$ cat src/rtl/evtClassPkg.sv
package evtClassPkg;
  parameter int NPAIR = 15;
  parameter int ADCW  = 12;
  parameter int TSW   = 32;
  parameter int WINW  = 8;
  parameter int LOSTW = 16;

  localparam int NCELL = 2 * NPAIR;
  localparam int PIDXW = (NPAIR > 1) ? $clog2(NPAIR) : 1;
  localparam int CIDXW = PIDXW + 1;
  localparam int DROPW = CIDXW + 1;

  typedef enum logic [1:0] {
    SLOT_IDLE  = 2'd0,
    SLOT_OPEN  = 2'd1,
    SLOT_READY = 2'd2
  } slotState_t;

  // control -> datapath strobes
  typedef struct packed {
    logic [NCELL-1:0] capCell;
    logic [NPAIR-1:0] capTs;
    logic             loadOut;
    logic [PIDXW-1:0] selPair;
    logic             selMode;
    logic             selOdd;
    logic             selPile;
    logic [DROPW-1:0] dropNum;
  } ctlStrobe_t;
endpackage

$ cat src/rtl/evtCtrl.sv
module evtCtrl
  import evtClassPkg::*;
(
  input  logic             clk,
  input  logic             rstN,
  input  logic [NCELL-1:0] hitStb,
  input  logic [WINW-1:0]  winCycles,
  input  logic             outReady,
  output logic             outValid,
  output ctlStrobe_t       strobe
);

  slotState_t      slotSt  [NPAIR];
  slotState_t      slotStN [NPAIR];
  logic [WINW-1:0] age     [NPAIR];
  logic [WINW-1:0] ageN    [NPAIR];
  logic [1:0]      seen    [NPAIR];
  logic [1:0]      seenN   [NPAIR];
  logic            pile    [NPAIR];
  logic            pileN   [NPAIR];
  logic            outValidQ;

  logic             stall;
  logic             canLoad;
  logic             grantHit;
  logic [PIDXW-1:0] grantIdx;

  always_comb begin
    stall    = outValidQ && !outReady;
    canLoad  = !outValidQ || outReady;
    grantHit = 1'b0;
    grantIdx = '0;
    for (int p = 0; p < NPAIR; p++) begin
      if (!grantHit && canLoad && slotSt[p] == SLOT_READY) begin
        grantHit = 1'b1;
        grantIdx = PIDXW'(p);
      end
    end
  end

  always_comb begin
    strobe         = '0;
    strobe.loadOut = grantHit;
    strobe.selPair = grantIdx;
    strobe.selMode = (seen[grantIdx] == 2'b11);
    strobe.selOdd  = seen[grantIdx][1];
    strobe.selPile = pile[grantIdx];
    for (int p = 0; p < NPAIR; p++) begin
      logic [1:0] h;
      logic       granted;
      h          = hitStb[2*p +: 2];
      granted    = grantHit && (grantIdx == PIDXW'(p));
      slotStN[p] = slotSt[p];
      ageN[p]    = age[p];
      seenN[p]   = seen[p];
      pileN[p]   = pile[p];
      if (granted) slotStN[p] = SLOT_IDLE;
      if (slotSt[p] == SLOT_OPEN) begin
        ageN[p] = age[p] + WINW'(1);
        if (({1'b0, age[p]} + (WINW+1)'(2)) >= {1'b0, winCycles})
          slotStN[p] = SLOT_READY;
      end
      if (stall) begin
        strobe.dropNum = strobe.dropNum + DROPW'(h[0]) + DROPW'(h[1]);
      end else if (slotSt[p] == SLOT_IDLE || granted) begin
        if (h != 2'b00) begin
          seenN[p]   = h;
          pileN[p]   = 1'b0;
          ageN[p]    = '0;
          slotStN[p] = (winCycles <= WINW'(1)) ? SLOT_READY : SLOT_OPEN;
          strobe.capCell[2*p +: 2] = h;
          strobe.capTs[p]          = 1'b1;
        end
      end else if (slotSt[p] == SLOT_OPEN) begin
        if (h != 2'b00) begin
          pileN[p] = pile[p] | (|(h & seen[p]));
          seenN[p] = seen[p] | h;
          strobe.capCell[2*p +: 2] = h & ~seen[p];
        end
      end else begin
        strobe.dropNum = strobe.dropNum + DROPW'(h[0]) + DROPW'(h[1]);
      end
    end
  end

  always_ff @(posedge clk) begin
    if (!rstN) begin
      outValidQ <= 1'b0;
      for (int p = 0; p < NPAIR; p++) begin
        slotSt[p] <= SLOT_IDLE;
        age[p]    <= '0;
        seen[p]   <= '0;
        pile[p]   <= 1'b0;
      end
    end else begin
      if (grantHit)      outValidQ <= 1'b1;
      else if (outReady) outValidQ <= 1'b0;
      for (int p = 0; p < NPAIR; p++) begin
        slotSt[p] <= slotStN[p];
        age[p]    <= ageN[p];
        seen[p]   <= seenN[p];
        pile[p]   <= pileN[p];
      end
    end
  end

  assign outValid = outValidQ;

  p_stall_hold_r8: assert property (@(posedge clk) disable iff (!rstN)
    (outValidQ && !outReady) |=> outValidQ);

  p_load_sets_valid_r2: assert property (@(posedge clk) disable iff (!rstN)
    strobe.loadOut |=> outValidQ);

endmodule

$ cat src/rtl/evtPath.sv
module evtPath
  import evtClassPkg::*;
(
  input  logic                  clk,
  input  logic                  rstN,
  input  logic [NCELL*ADCW-1:0] hitAdc,
  input  logic [TSW-1:0]        stamp,
  input  ctlStrobe_t            strobe,
  input  logic                  outValid,
  input  logic                  outReady,
  output logic                  outMode,
  output logic [CIDXW-1:0]      outIndex,
  output logic [ADCW-1:0]       outEnergyA,
  output logic [ADCW-1:0]       outEnergyB,
  output logic                  outPileup,
  output logic [TSW-1:0]        outStamp,
  output logic [LOSTW-1:0]      lostCount
);

  localparam logic [LOSTW:0] LOST_MAX = {1'b0, {LOSTW{1'b1}}};

  logic [ADCW-1:0]  eng    [NCELL];
  logic [TSW-1:0]   tsSlot [NPAIR];
  logic [LOSTW-1:0] lostQ;
  logic [LOSTW:0]   lostSum;

  for (genvar c = 0; c < NCELL; c++) begin : g_cell
    always_ff @(posedge clk) begin
      if (!rstN)                  eng[c] <= '0;
      else if (strobe.capCell[c]) eng[c] <= hitAdc[c*ADCW +: ADCW];
    end
  end

  for (genvar p = 0; p < NPAIR; p++) begin : g_pair
    always_ff @(posedge clk) begin
      if (!rstN)                tsSlot[p] <= '0;
      else if (strobe.capTs[p]) tsSlot[p] <= stamp;
    end
  end

  always_ff @(posedge clk) begin
    if (!rstN) begin
      outMode    <= 1'b0;
      outIndex   <= '0;
      outEnergyA <= '0;
      outEnergyB <= '0;
      outPileup  <= 1'b0;
      outStamp   <= '0;
    end else if (strobe.loadOut) begin
      outMode   <= strobe.selMode;
      outPileup <= strobe.selPile;
      outStamp  <= tsSlot[strobe.selPair];
      if (strobe.selMode) begin
        outIndex   <= CIDXW'(strobe.selPair);
        outEnergyA <= eng[{strobe.selPair, 1'b0}];
        outEnergyB <= eng[{strobe.selPair, 1'b1}];
      end else begin
        outIndex   <= {strobe.selPair, strobe.selOdd};
        outEnergyA <= eng[{strobe.selPair, strobe.selOdd}];
        outEnergyB <= '0;
      end
    end
  end

  assign lostSum = {1'b0, lostQ} + (LOSTW+1)'(strobe.dropNum);

  always_ff @(posedge clk) begin
    if (!rstN)                  lostQ <= '0;
    else if (lostSum > LOST_MAX) lostQ <= {LOSTW{1'b1}};
    else                         lostQ <= lostSum[LOSTW-1:0];
  end

  assign lostCount = lostQ;

  p_stall_stable_r8: assert property (@(posedge clk) disable iff (!rstN)
    (outValid && !outReady) |=> ($stable(outEnergyA) && $stable(outEnergyB)
                                 && $stable(outIndex) && $stable(outStamp)));

  p_lost_monotonic_r9: assert property (@(posedge clk) disable iff (!rstN)
    1'b1 |=> (lostQ >= $past(lostQ)));

  p_x_single_energy_r2: assert property (@(posedge clk) disable iff (!rstN)
    (outValid && !outMode) |-> (outEnergyB == '0));

  p_s_index_range_r3: assert property (@(posedge clk) disable iff (!rstN)
    (outValid && outMode) |-> (int'(outIndex) < NPAIR));

endmodule

$ cat src/rtl/evtClassifier.sv
module evtClassifier
  import evtClassPkg::*;
(
  input  logic                  clk,
  input  logic                  rstN,
  input  logic [NCELL-1:0]      hitStb,
  input  logic [NCELL*ADCW-1:0] hitAdc,
  input  logic [TSW-1:0]        stamp,
  input  logic [WINW-1:0]       winCycles,
  input  logic                  outReady,
  output logic                  outValid,
  output logic                  outMode,
  output logic [CIDXW-1:0]      outIndex,
  output logic [ADCW-1:0]       outEnergyA,
  output logic [ADCW-1:0]       outEnergyB,
  output logic                  outPileup,
  output logic [TSW-1:0]        outStamp,
  output logic [LOSTW-1:0]      lostCount
);

  ctlStrobe_t strobe;

  evtCtrl i_ctrl (
    .clk       (clk),
    .rstN      (rstN),
    .hitStb    (hitStb),
    .winCycles (winCycles),
    .outReady  (outReady),
    .outValid  (outValid),
    .strobe    (strobe)
  );

  evtPath i_path (
    .clk        (clk),
    .rstN       (rstN),
    .hitAdc     (hitAdc),
    .stamp      (stamp),
    .strobe     (strobe),
    .outValid   (outValid),
    .outReady   (outReady),
    .outMode    (outMode),
    .outIndex   (outIndex),
    .outEnergyA (outEnergyA),
    .outEnergyB (outEnergyB),
    .outPileup  (outPileup),
    .outStamp   (outStamp),
    .lostCount  (lostCount)
  );

endmodule

$ cat config.mk
export PLATFORM = sky130hd
export DESIGN_NAME = evtClassifier
export DESIGN_NICKNAME = d
export VERILOG_FILES = /design/src/rtl/evtClassPkg.sv /design/src/rtl/evtCtrl.sv /design/src/rtl/evtPath.sv /design/src/rtl/evtClassifier.sv
export SDC_FILE = /design/constraint.sdc
export NUM_CORES = 2
export LEC_CHECK = 0
export BUFFER_PORTS_ARGS = -buffer_cell sky130_fd_sc_hd__buf_2
export CAP_MARGIN = 20
export CORE_ASPECT_RATIO = 0.75
export CORE_MARGIN = 4
export CORE_UTILIZATION = 35
export CTS_CLUSTER_DIAMETER = 150
export DETAILED_ROUTE_END_ITERATION = 8
export PLACE_DENSITY = 0.48
export SETUP_SLACK_MARGIN = 0.1
export SLEW_MARGIN = 20
export SYNTH_ARGS = -nofsm -noshare
export SYNTH_HDL_FRONTEND = slang
export SYNTH_SLANG_ARGS = --single-unit
$ cat constraint.sdc
create_clock -name clk -period 48.5 [get_ports clk]
set_input_delay 9.7 -clock clk [delete_from_list [all_inputs] [get_ports clk]]
set_output_delay 9.7 -clock clk [all_outputs]
set_load 0.01 [all_outputs]
Word level (Yosys, flattened, before mapping) --
Memories as Yosys holds them, arrays and structs flattened. A register that Yosys moved wholly into a read port is not among the register bits. Cells that the tools add are included.
Word-level totals: register bits 47, bits in writable memories 1035, bits of input ports 433, output and inout port bits 80, word-level logic and storage cells 1183, memories 6
Operators by class: $add $sub $neg 60, $lt $le $gt $ge 17, equality and inequality tests 45, multiplexer cells 743, bitwise gates (word level) 180, reduce and logical (&&, ||, !) cells 126
Memories:
- i_path.tsSlot | words 15, bits a word 32, read ports 1, clocked after Yosys merged registers in 1, wr ports 15, line evtPath.sv:23 | logic [TSW-1:0] tsSlot [NPAIR];
- i_path.eng | words 30, bits a word 12, read ports 3, clocked after Yosys merged registers in 0, wr ports 30, line evtPath.sv:22 | logic [ADCW-1:0] eng [NCELL];
- i_ctrl.age | words 15, bits a word 8, read ports 15, clocked after Yosys merged registers in 0, wr ports 15, line evtCtrl.sv:15 | logic [WINW-1:0] age [NPAIR];
- i_ctrl.seen | words 15, bits a word 2, read ports 16, clocked after Yosys merged registers in 0, wr ports 15, line evtCtrl.sv:17 | logic [1:0] seen [NPAIR];
- i_ctrl.slotSt | words 15, bits a word 2, read ports 15, clocked after Yosys merged registers in 0, wr ports 15, line evtCtrl.sv:13 | slotState_t slotSt [NPAIR];
- i_ctrl.pile | words 15, bits a word 1, read ports 16, clocked after Yosys merged registers in 1, wr ports 15, line evtCtrl.sv:19 | logic pile [NPAIR];
Operators with widths (count):
- $mux 8 | 75
- $mux 2 | 273
- $mux 32 | 15
- $mux 12 | 32
- $mux 1 | 290
- $mux 6 | 45
- $add 6x1->6 | 28
- $add 8x2->9 const B | 15
- $ge 9x8->1 | 15
- $add 8x1->8 const B | 15
- $or 1x1->1 | 120
- $and 2x2->2 | 30
- $logic_and 1x1->1 | 45
- $eq 2x2->1 const B | 16
- $reduce_bool 2->1 | 16
- $eq 2x1->1 const B | 15
- $logic_not 2->1 | 15
- $not 2->2 | 15
- $or 2x2->2 | 15
- $reduce_or 2->1 | 15
- $eq 4x4->1 const B | 7
- $mux 4 | 7
- $logic_not 1->1 | 18
- $add 16x6->17 | 1
- 11 further kinds | 33

Longest topological paths before layout --
depth in word-level cells 138, gate-level depth with buffers 66, depth with buffers taken out 65

Cells and area by module --
Synthesis repeated with hierarchy kept, for this count alone.
Unflattened totals: cell total of the unflattened synthesis 4940, area, all modules 59874.9 µm²
By module, submodules not included:
- evtPath | instances 1, cells each 2971, area an instance 44241.2 µm²
- evtCtrl | instances 1, cells each 1969, area an instance 15633.7 µm²

Worst setup path after synthesis --
OpenSTA, ideal clock, no wires.
path type input to register, from input port outReady, to register i_path.lostQ[10] (netlist: i_path.lostCount[10]), setup time 0.071 ns, arrival 22.900 ns, required time 48.429 ns, slack 25.529 ns, cell stages on the path 54, buffers on the path 1, path through nor2b_1 nor3_1 nand2_1 a31oi_1 o31a_4 or2_2 nand2_1 fa_1 inv_1 a22oi_1 fa_1 nand2_1 nand2_1 fa_1 nor2_1 a31oi_1 fa_1 and2_1 [... 18 more ...] mux2_2 fa_1 mux2_2 fa_1 mux2i_1 ha_1 inv_1 fa_1 inv_1 a21oi_1 o21bai_1 and3_1 o21ai_0 nor2_1 nand2_1 or3_1 clkbuf_1 a21oi_1
On the way: longest elaborated chain between the ends 137, elaborated cells on any way between the ends 195, classes of those cells add/sub: 29; order compare: 1; eq/ne: 14; mux: 74; reduce/logical: 77
RTL lines:
- start: declaration | line evtClassifier.sv:10 | input logic outReady,
- $logic_or 1x1->1 | line evtCtrl.sv:30 | canLoad = !outValidQ || outReady;
- $logic_and 1x1->1 | line evtCtrl.sv:34 | if (!grantHit && canLoad && slotSt[p] == SLOT_READY) begin
- $mux 1 | line evtCtrl.sv:34
- $logic_not 1->1 | line evtCtrl.sv:34
- $logic_and 1x1->1 (2 in series) | line evtCtrl.sv:34
- $mux 1 | line evtCtrl.sv:34
- $logic_not 1->1 | line evtCtrl.sv:34
- $logic_and 1x1->1 (2 in series) | line evtCtrl.sv:34
- [... 118 more ...]
- $mux 6 | line evtCtrl.sv:63 | if (stall) begin
- $add 6x1->6 (2 in series) | line evtCtrl.sv:64, evtCtrl.sv:81
- $mux 6 | line evtCtrl.sv:74 | end else if (slotSt[p] == SLOT_OPEN) begin
- $mux 6 | line evtCtrl.sv:65 | end else if (slotSt[p] == SLOT_IDLE || granted) begin
- $mux 6 * | line evtCtrl.sv:63
- $add 16x6->17 * | line evtPath.sv:65 | assign lostSum = {1'b0, lostQ} + (LOSTW+1)'(strobe.dropNum);
- $gt 17x16->1 | line evtPath.sv:69 | else if (lostSum > LOST_MAX) lostQ <= {LOSTW{1'b1}};
- $mux 16 * | line evtPath.sv:69
- end signal: assignment | line evtPath.sv:69
- end signal: assignment | line evtPath.sv:70 | else lostQ <= lostSum[LOSTW-1:0];
- end: declaration | line evtPath.sv:24 | logic [LOSTW-1:0] lostQ;
Mark *: on every way between the ends. The rest lies on a longest branch, timed or not. A chain may end at the register's enable or synchronous reset.

Worst setup path after layout --
from input port outReady, to register i_path.lostQ[0] (netlist: i_path.lostCount[0])
The elaborated chain is that of the path after synthesis.

==> impl_metrics.csv <==
group,metric,value,unit
outcome,status,"finished, final reports clean",
yosys,top_count_cell_post_synth,"nand2_1",
critical_path,cp.required,49160,ps
routing,routedWlPerCell,26.01,um
yosys,total_nets_after_synthesis,6356,
power,power_per_cell_area,70.29,nW/um2
global_routing,grt_start_max_net_pins,159,
routing,drt_drc,0,
placement,hpwl,142.4,mm
placement,io_buffer_count,512,
finish,areaGrowthSynthToFinish,15.53,%
yosys,synth-xor-area-share,3.560,%
yosys,synth-edff-count,849,
yosys,synth-seq-area-share,54.00,%
routing,number_of_vias_in_the_routed_layout,45367,
yosys,syn-mean-instance-area,9.952,um2
yosys,synth-compound-area-share,9.247,%
routing,totalWireLength,216.6,mm
yosys,yosys_register_bits,1115,
clocking,cts-htree-levels,3,
clocking,worstSkewPairLatency,800,ps
yosys,ys.warnings.count,0,
clocking,tritoncts,"built",
critical_path,worst_ep_arrival_time,24930,ps
finish,register_area,30820,um2
timing,final-max-slew-violation-count,0,
global_routing,track_usage,24.86,%
power,peakVddDrop,0.00008678,V
yosys,synth_async_sr_flop_share,0,%
routing,drtPass1Iterations,6,
finish,multi_input_area,24640,um2
timing,finalCritPeriodShare,50.04,%
critical_path,critical_path_class,"in2reg",
yosys,synth_cells,5735,
routing,iter_0_drt_violations,4332,
flow_run,max-cap-violations,0,
floorplan,std_cell_rows,128,
yosys,synth.largest_area_cell,"edfxtp_1",
clocking,cts.clk_slew.worst_paths,70,ps
yosys,post_synth_main_area_contributors,"edfxtp_1 (45%), dfxtp_1 (9.3%), nand2_1 (7.3%), and2_1 (6.4%), and3_1 (4.9%)",
critical_path,crit_family,"adder cells",
timing,postLayoutSetupSlackWorst,24230,ps
floorplan,floorplan.die.width,474.3,um
global_routing,grt_antenna_before_repair,55,
floorplan,die_area,169700,um2
yosys,largest_family_of_logic_cells_by_synthesized_area,"simple AND/OR/NAND/NOR gates",
timing,actual_slew_at_the_worst_max_slew_pin,1110,ps
yosys,synth.lib_cells_used.distinct,86,
timing,fin_setup_tns,0,ps
critical_path,worst_setup_path_end_kind,"register",
clocking,clkSinkCount,1115,
floorplan,core_area,162200,um2
clocking,post_cts_hold_buffer_count,0,
critical_path,timing.critical_path.slowest_stage_cell,"o41a_2",
global_routing,global_route.overflow_total,0,
placement,worst_slack_after_detailed_placement,23440,ps
yosys,cell_area_after_technology_mapping,57070,um2
finish,fillCellCount,15831,
yosys,synth.mux.area_fraction,0.3902,%
timing,final.min_clock_period,24270,ps
floorplan,start_util,35.18,%
critical_path,crit_top_cell,"fa_1",
routing,via_per_inst,5.446,
global_routing,grt_pass1_vias,43001,
clocking,cts_setup_buffers,0,
min_path,hp-class,"reg2reg",
finish,post_layout_nets,6674,
timing,final-hold-violation-count,0,
clocking,clk_path_buf_depth,3,
timing,fmaxAchievable,41.20,MHz
clocking,post_cts_resized,0,
timing,finalHoldWorstSlack,452.8,ps
finish,final_layout_size_suffix_gt1_share,14.20,%
power,total_leakage_power,27.00,nW
clocking,clock_tree.root_cell,"clkbuf_16",
global_routing,grt_pass1_wl,310.5,mm
critical_path,cp_slowest_stage_delay,910,ps
critical_path,setup.worst_path.start_class,"input port",
finish,layout.core_utilization,40.64,%
yosys,adder_cell_area_share_of_the_yosys_netlist,4.371,%
timing,timing.clock.skew,78.67,ps
yosys,netlist.area_leader.share,44.67,%
floorplan,die_h,357.7,um
timing,rsz0062_at_grt,"no",
timing,timing.max_slew.rel_slack,25.66,%
critical_path,cp_num_buf_inv,5,
critical_path,crit_path_max_fanout,40,
floorplan,floorplan.io_pins,513,
clocking,cts_buffers,119,
yosys,postSynth.topFlopCell,"edfxtp_1",
yosys,synth_simple_gate_area_share,25.14,%
yosys,synth.top_cells.by_count,"nand2_1 (1105), edfxtp_1 (849), and2_1 (581)",
routing,ant_nets,0,
placement,globalplace.congestion,0.8929,
timing,setup_violations,0,
==> cell type report <==
class                   count  share of cell area [%]
flip-flops and latches   1115                   46.74
diodes                     28                  0.1063
inverters                 101                  0.5825
clock inverters            50                  0.8823
clock buffers             175                   5.378
multi-input cells        4123                   37.36
well taps                2145                   4.070
repair buffers            593                   4.880
==> routing by layer <==
metal,up-vias,share of wire (%),global-route usage (%)
met5,-,0.050,0
met1,22605,46,36.35
met2,1566,45,38.19
met3,305,6.9,4.395
met4,16,2.4,6.058
li1,20875,-,-
==> flip-flops by register name (all words and copies together) (netlist names) <==
register	cells
i_ctrl.outValid	1
i_path.outPileup	1
i_ctrl.age	120
i_path.outEnergyA	12
i_path.outEnergyB	12
i_ctrl.pile	15
i_path.tsSlot	480
i_path.outStamp	32
i_ctrl.seen	30
i_path.outMode	1
i_path.lostCount	16
i_path.outIndex	5
i_path.eng	360
i_ctrl.slotSt	30
==> layout by cell type, fill, tap and decap left out, drive strengths merged, types with 111 or more instances in the layout <==
cell	netlist	layout
xnor2	119	119
buf	37	593
edfxtp	849	849
clkbuf	359	175
a311oi	158	158
nand3	144	144
a21oi	255	255
and3	451	451
and2	584	584
o21ai	111	111
dfxtp	266	266
nand2	1105	1105
nor2	357	357
ha	173	173
==> where the power goes <==
part           total [W]  switching [W]  internal, W
clock           0.000967       0.000416     0.000550
combinational    0.00228        0.00165     0.000632
sequential       0.00139      0.0000906      0.00130
==> path summary, 6_finish.rpt <==
| path | slack, ps | startpoint | depth (start not counted) | to |
|---|---|---|---|---|
| max reg2reg | 32610 | i_ctrl.slotSt[0][11]$_SDFF_PN0_ | 53 | i_path.lostCount[0]$_SDFF_PN0_ |
| max | 24230 | outReady | 54 | i_path.lostCount[0]$_SDFF_PN0_ |
| min reg2reg | 450 | i_path.outEnergyA[8]$_SDFFE_PN0P_ | 2 | i_path.outEnergyA[8]$_SDFFE_PN0P_ |
| min | 450 | i_path.outEnergyA[8]$_SDFFE_PN0P_ | 2 | i_path.outEnergyA[8]$_SDFFE_PN0P_ |
==> cells by family (layout without fill, tap and decap cells) <==
| kind of cell | count (synthesis) | in the layout |
|---|---|---|
| AOI/OAI and AO/OA | 790 | 790 |
| muxes | 21 | 21 |
| and+or+nand+nor | 2898 | 2898 |
| adders and majority gates | 191 | 191 |
| DFF | 1115 | 1115 |
| other | 0 | 28 |
| xor gates and xnor gates | 223 | 223 |
| buffers and inverters | 497 | 919 |
==> stage by stage <==
stage	std cells	total power, W	cell area (um2)
after global routing	8315	0.004880	65900
after detailed placement	8077	0.003660	61730
after global placement	8077	0.003648	61730
final	8330	0.004635	65940
after CTS	8302	0.004635	65860
after floorplan	5735	0.002757	57070
==> worst reg2reg max path, delay by kind of cell (launching register included) <==
family	cells	cell delay, ps
buffers and inverters	3	210
DFF	1	450
AOI/OAI and AO/OA	11	3130
adders and majority gates	16	6840
and+or+nand+nor	15	2970
muxes	8	2180
(Power assumes the default switching activity.)
